File: config.mk
export PLATFORM = sky130hd
export DESIGN_NAME = ltx_repl_set
export DESIGN_NICKNAME = d
export VERILOG_FILES = /design/src/rtl/ltx_pkg.sv /design/src/rtl/ltx_way_state.sv /design/src/rtl/ltx_lru_age.sv /design/src/rtl/ltx_victim_pick.sv /design/src/rtl/ltx_repl_set.sv
export SDC_FILE = /design/constraint.sdc
export NUM_CORES = 1
export LEC_CHECK = 0
export ABC_AREA = 1
export ABC_CLOCK_PERIOD_IN_PS = 4700
export BUFFER_PORTS_ARGS = -buffer_cell sky130_fd_sc_hd__buf_4
export CAP_MARGIN = 25
export CELL_PAD_IN_SITES_DETAIL_PLACEMENT = 0
export CELL_PAD_IN_SITES_GLOBAL_PLACEMENT = 2
export CORE_MARGIN = 10
export CORE_UTILIZATION = 39
export DETAILED_ROUTE_END_ITERATION = 10
export GPL_ROUTABILITY_DRIVEN = 0
export MAX_ROUTING_LAYER = met4
export PLACE_DENSITY = 0.83
export SKIP_LAST_GASP = 1
export SLEW_MARGIN = 20
export SYNTH_ARGS = -nofsm -noshare
export SYNTH_HDL_FRONTEND = slang
export SYNTH_SLANG_ARGS = --single-unit
File: constraint.sdc
create_clock -name clk -period 4.7 [get_ports clk]
set_input_delay 0.94 -clock clk [delete_from_list [all_inputs] [get_ports clk]]
set_output_delay 0.94 -clock clk [all_outputs]
set_load 0.05 [all_outputs]
File: src/rtl/ltx_pkg.sv
package ltx_pkg;
  localparam int unsigned LTX_DEF_WAYS  = 4;
  localparam int unsigned LTX_DEF_CNT_W = 4;
endpackage

File: src/rtl/ltx_way_state.sv
module ltx_way_state #(
  parameter int unsigned CNT_W = 4
) (
  input  logic             clk,
  input  logic             rst_n,
  input  logic             hit_en,
  input  logic             fill_en,
  input  logic [CNT_W-1:0] fill_thr,
  input  logic             fill_conf,
  output logic [CNT_W-1:0] cnt_o,
  output logic             expired_o
);
  localparam logic [CNT_W-1:0] CNT_MAX = {CNT_W{1'b1}};

  logic [CNT_W-1:0] cnt_q, cnt_n;
  logic [CNT_W-1:0] thr_q, thr_n;
  logic             conf_q, conf_n;
  logic             upd_en;

  always_comb begin
    cnt_n  = cnt_q;
    thr_n  = thr_q;
    conf_n = conf_q;
    upd_en = fill_en | hit_en;
    if (fill_en) begin
      cnt_n  = '0;
      thr_n  = fill_thr;
      conf_n = fill_conf;
    end else if (hit_en && cnt_q != CNT_MAX) begin
      cnt_n = cnt_q + 1'b1;
    end
  end

  always_ff @(posedge clk or negedge rst_n) begin
    if (!rst_n) begin
      cnt_q  <= '0;
      thr_q  <= '0;
      conf_q <= 1'b0;
    end else if (upd_en) begin
      cnt_q  <= cnt_n;
      thr_q  <= thr_n;
      conf_q <= conf_n;
    end
  end

  assign cnt_o     = cnt_q;
  assign expired_o = conf_q && (cnt_q >= thr_q);

  AST_FILL_CLEARS: assert property (@(posedge clk) disable iff (!rst_n)
    fill_en |=> (cnt_o == '0));
  AST_SAT_HOLDS: assert property (@(posedge clk) disable iff (!rst_n)
    (cnt_o == CNT_MAX && !fill_en) |=> (cnt_o == CNT_MAX));
  AST_IDLE_STABLE: assert property (@(posedge clk) disable iff (!rst_n)
    (!hit_en && !fill_en) |=> $stable(cnt_o));
endmodule

File: src/rtl/ltx_lru_age.sv
module ltx_lru_age #(
  parameter int unsigned WAYS = 4
) (
  input  logic                    clk,
  input  logic                    rst_n,
  input  logic                    touch_en,
  input  logic [$clog2(WAYS)-1:0] touch_way,
  output logic [$clog2(WAYS)-1:0] lru_way_o
);
  localparam int unsigned WAY_W = $clog2(WAYS);

  logic [WAY_W-1:0] age_q [WAYS];
  logic [WAY_W-1:0] age_n [WAYS];
  logic [WAYS-1:0]  mru_mask;

  always_comb begin
    for (int i = 0; i < WAYS; i++) begin
      age_n[i] = age_q[i];
      if (touch_en) begin
        if (WAY_W'(i) == touch_way)          age_n[i] = '0;
        else if (age_q[i] < age_q[touch_way]) age_n[i] = age_q[i] + 1'b1;
      end
    end
  end

  generate
    for (genvar g = 0; g < WAYS; g++) begin : g_age
      always_ff @(posedge clk or negedge rst_n) begin
        if (!rst_n)        age_q[g] <= WAY_W'(g);
        else if (touch_en) age_q[g] <= age_n[g];
      end
      assign mru_mask[g] = (age_q[g] == '0);
    end
  endgenerate

  always_comb begin
    lru_way_o = '0;
    for (int i = 0; i < WAYS; i++)
      if (age_q[i] == WAY_W'(WAYS - 1)) lru_way_o = WAY_W'(i);
  end

  AST_ONE_MRU: assert property (@(posedge clk) disable iff (!rst_n)
    $countones(mru_mask) == 1);
endmodule

File: src/rtl/ltx_victim_pick.sv
module ltx_victim_pick #(
  parameter int unsigned WAYS = 4
) (
  input  logic [WAYS-1:0]         exp_mask,
  input  logic [$clog2(WAYS)-1:0] lru_way,
  output logic [$clog2(WAYS)-1:0] victim_o,
  output logic                    by_exp_o
);
  localparam int unsigned WAY_W = $clog2(WAYS);

  always_comb begin
    victim_o = lru_way;
    by_exp_o = 1'b0;
    for (int i = WAYS - 1; i >= 0; i--) begin
      if (exp_mask[i]) begin
        victim_o = WAY_W'(i);
        by_exp_o = 1'b1;
      end
    end
  end
endmodule

File: src/rtl/ltx_repl_set.sv
module ltx_repl_set #(
  parameter int unsigned WAYS  = ltx_pkg::LTX_DEF_WAYS,
  parameter int unsigned CNT_W = ltx_pkg::LTX_DEF_CNT_W,
  localparam int unsigned WAY_W = $clog2(WAYS)
) (
  input  logic             clk,
  input  logic             rst_n,
  input  logic             acc_valid,
  input  logic             acc_hit,
  input  logic [WAY_W-1:0] acc_way,
  input  logic [CNT_W-1:0] fill_thr,
  input  logic             fill_conf,
  output logic [WAY_W-1:0] victim_way,
  output logic             victim_expired,
  output logic             evict_valid,
  output logic [WAY_W-1:0] evict_way,
  output logic [CNT_W-1:0] evict_live
);
  logic [CNT_W-1:0] cnt_w [WAYS];
  logic [WAYS-1:0]  exp_mask;
  logic [WAY_W-1:0] lru_way;
  logic             miss_en;
  logic [WAY_W-1:0] touch_way;

  assign miss_en   = acc_valid && !acc_hit;
  assign touch_way = acc_hit ? acc_way : victim_way;

  generate
    for (genvar g = 0; g < WAYS; g++) begin : g_way
      ltx_way_state #(.CNT_W(CNT_W)) way_i (
        .clk       (clk),
        .rst_n     (rst_n),
        .hit_en    (acc_valid && acc_hit && (acc_way == WAY_W'(g))),
        .fill_en   (miss_en && (victim_way == WAY_W'(g))),
        .fill_thr  (fill_thr),
        .fill_conf (fill_conf),
        .cnt_o     (cnt_w[g]),
        .expired_o (exp_mask[g])
      );
    end
  endgenerate

  ltx_lru_age #(.WAYS(WAYS)) lru_i (
    .clk       (clk),
    .rst_n     (rst_n),
    .touch_en  (acc_valid),
    .touch_way (touch_way),
    .lru_way_o (lru_way)
  );

  ltx_victim_pick #(.WAYS(WAYS)) pick_i (
    .exp_mask (exp_mask),
    .lru_way  (lru_way),
    .victim_o (victim_way),
    .by_exp_o (victim_expired)
  );

  logic             ev_valid_n;
  logic [WAY_W-1:0] ev_way_n;
  logic [CNT_W-1:0] ev_live_n;

  always_comb begin
    ev_valid_n = miss_en;
    ev_way_n   = evict_way;
    ev_live_n  = evict_live;
    if (miss_en) begin
      ev_way_n  = victim_way;
      ev_live_n = cnt_w[victim_way];
    end
  end

  always_ff @(posedge clk or negedge rst_n) begin
    if (!rst_n) begin
      evict_valid <= 1'b0;
      evict_way   <= '0;
      evict_live  <= '0;
    end else begin
      evict_valid <= ev_valid_n;
      evict_way   <= ev_way_n;
      evict_live  <= ev_live_n;
    end
  end

  AST_EVICT_AFTER_MISS: assert property (@(posedge clk) disable iff (!rst_n)
    miss_en |=> (evict_valid && evict_way == $past(victim_way)));
  AST_NO_EVICT_ELSE: assert property (@(posedge clk) disable iff (!rst_n)
    !miss_en |=> !evict_valid);
  AST_EXPIRED_VICTIM: assert property (@(posedge clk) disable iff (!rst_n)
    victim_expired |-> exp_mask[victim_way]);
  AST_LRU_WHEN_NONE: assert property (@(posedge clk) disable iff (!rst_n)
    (exp_mask == '0) |-> (victim_way == lru_way));
endmodule

==> impl_metrics.yaml <==
status:
  status: "complete, no violations"
logic_synthesis:
  synth_area_mm2: 0.003209
  synth_edf_count: 0
  seq_area_frac_synth: 0.3992
  syn_inst: 422
  yosysWarningCount: 0
  ys_seq_elements: 51
  synth.avg_cell_area_um2: 7.605
  syn_nets: 456
  ys_types: 32
  synth_top_flop_cell: "dfrtp_1"
  async_reset_ff_frac: 1.000
pwr:
  pwr-share-comb: 0.582
  p_sw_w: 0.001247
  power_frac_clock: 0.107
  swShare: 0.5084
  power.share.sequential: 0.311
  p_int_w: 0.001206
  p_leak_nw: 1.889
  vdd_drop_max_v: 0.0002415
  p_per_area_mw_per_mm2: 690.5
  p_total_w: 0.002454
global_routing:
  grt_max_degree: 52
  grt_pass1_vias: 2673
  grt_pass1_wl_mm: 13.12
  grt_overflow: 0
  antenna_found_initial: 0
  grtUsageTotal: 0.1307
place:
  placed_area_mm2: 0.003465
  dpl.hpwl_mm: 5.889
  port_buffers: 20
  dp_cells: 543
routing:
  drc: 0
  vias: 2640
  dr.first_iter.drc_count: 88
  viasPerCell: 4.791
  wl_per_cell_um: 13.73
  dr.pass1.iters: 4
  antenna_left: 0
  totalWireLength_mm: 7.564
final_layout:
  fin_area_mm2: 0.003553
  layout_common_cells: "nand2_1 (111), inv_1 (65), dfrtp_1 (47), nand3_1 (42), nor2_1 (27)"
  layout_commonest_cell: "nand2_1"
  final_layout_size_suffix_gt1_frac: 0.1547
  ff_latch_area_mm2: 0.001281
  multi_input_area_mm2: 0.001613
  diodes: 0
  num-nets-final: 479
  fill_cells: 851
  layoutNonFillerInstCount: 551
  syn_to_final_growth_pct: 10.72
critical_path:
  path_max_fanout: 11
  crit_type: "flop to output port"
  reg2reg_from: "g_way[0].way_i.cnt_o[3]$_DFFE_PN0P_"
  endpoint_kind: "output port"
  required_ns: 3.76
  arrival_ns: 2.23
  startpoint_type: "flop"
  critical_path.startpoint: "g_way[3].way_i.cnt_o[3]$_DFFE_PN0P_"
clocking:
  cts_resized: 0
  numCtsBuffers: 5
  root_buffer: "clkbuf_8"
  post_cts.repair.setup_buffers: 0
  cts.sinks: 51
  htreeDepth: 2
  hold_buffers: 0
  clk_pin_slew_ns: 0.10
  cts_tree: "built"
  clk_latency_ns: 0.31
  cts_buffer_depth: 2
sta:
  setup-violations-final: 0
  rsz0062_at_grt: "false"
  fin_crit_ns: 3.166
  hold_viol_final: 0
  slew_headroom: 0.5349
  maxSlewViolCount: 0
  min_period_over_period: 0.6735
  holdWs_ns: 0.4879
  max_freq_mhz: 315.9
  tightest_slew_ns: 0.6951
  clock_skew_ns: 0.01023
  fin_tns_setup_ns: 0
run:
  drv_cap: 0
floorplan:
  dieArea_mm2: 0.01226
  start_util: 0.3966
  core_mm2: 0.008093
  fp.dieH_um: 110.7
  dieWidth_um: 110.7
  io_pins: 21
  fp-row-count: 33
worst_hold_path:
  hp-class: "flop to flop"
  holdCritStartpoint: "lru_i.age_q[0]$_DFFE_PN1P_"
power by group through the flow:
stage | Clock, W | Combinational [W] | Sequential, W
2_1_floorplan | 0 | 0.00106 | 0.000821
3_3_place_gp | 0 | 0.00145 | 0.000774
3_5_place_dp | 0 | 0.00145 | 0.000774
4_1_cts | 0.000274 | 0.00146 | 0.000766
5_1_grt | 0.000295 | 0.00166 | 0.000790
6_report | 0.000262 | 0.00143 | 0.000762
path summary, 6_finish.rpt:
kind	to	slack [ns]	cells past startpoint
worst min-delay path	lru_i.age_q[0]$_DFFE_PN1P_	0.49	2
worst max register to register	g_way[3].way_i.thr_q[0]$_DFFE_PN0P_	2.03	15
worst max-delay path	victim_way[0]	1.53	10
min in group asynchronous	g_way[2].way_i.thr_q[3]$_DFFE_PN0P_	0.66	1
worst min register to register	lru_i.age_q[0]$_DFFE_PN1P_	0.49	2
max in group asynchronous	g_way[2].way_i.cnt_o[0]$_DFFE_PN0P_	3.60	1
critical path, stage by stage (launching register included):
cell and delay (ns):
dfrtp_1 0.45, ha_1 0.35, a21oi_1 0.15, nand3_1 0.09, nand2_1 0.10, nand2_1 0.07
nand2_1 0.07, nand2_2 0.07, nand2_1 0.26, inv_2 0.11, buf_4 0.21
flip-flops by register name (all words and copies together) (netlist names):
name	flops
lru_i.age_q	8
evict_valid	1
evict_way	2
g_way.way_i.cnt_o	16
g_way.way_i.thr_q	16
evict_live	4
g_way.way_i.conf_q	4
Yosys cell counts (3+ instances only):
library cell    n  share of area
a31oi_1         3         0.0058
inv_2           9          0.011
dfrtp_1        47           0.37
nand4_1         7          0.014
nand2_2         8          0.016
a21oi_1        18          0.028
xor2_1          4          0.011
nand2_4         3          0.011
nand3_2         5          0.016
nor3b_2         3          0.012
buf_2           3         0.0047
inv_1          65          0.076
ha_1           23          0.090
o21ai_0        18          0.028
nand3_1        42          0.065
o21ai_1         5         0.0078
nor2_1         27          0.032
dfstp_2         4          0.033
nand2_1       111           0.13
layout make-up:
type / count / area share
repair buffers: 21 / 0.04437
clock inverters: 3 / 0.005634
inverters: 75 / 0.07923
flip-flops and latches: 51 / 0.3606
well taps: 105 / 0.03697
clock buffers: 5 / 0.01937
multi-input cells: 291 / 0.4539
per-layer routing:
metal	global-route usage	vias up	routed length (um)
met2	0.2162	26	3775
met4	0.02604	0	30
met5	-	-	0
met1	0.1647	1224	3558
met3	0.02110	4	200
li1	-	1386	-
cells by family (layout without fill, tap and decap cells):
kind of cell / count (synthesis) / count (layout) / share of synthesized area
AOI/OAI and AO/OA: 47 / 47 / 0.07992
adders and majority gates: 23 / 23 / 0.08967
buffers and inverters: 80 / 104 / 0.09824
xor gates and xnor gates: 5 / 5 / 0.01364
DFF: 51 / 51 / 0.3992
and+or+nand+nor: 216 / 216 / 0.3193
through the flow:
stage          worst slack, ns    util
2_1_floorplan            2.103       -
3_3_place_gp             1.572  0.4281
3_5_place_dp             1.614  0.4281
4_1_cts                  1.519  0.4391
5_1_grt                  1.327  0.4391
6_report                 1.534  0.4391
No activity file was read; power rests on OpenSTA's default activity.
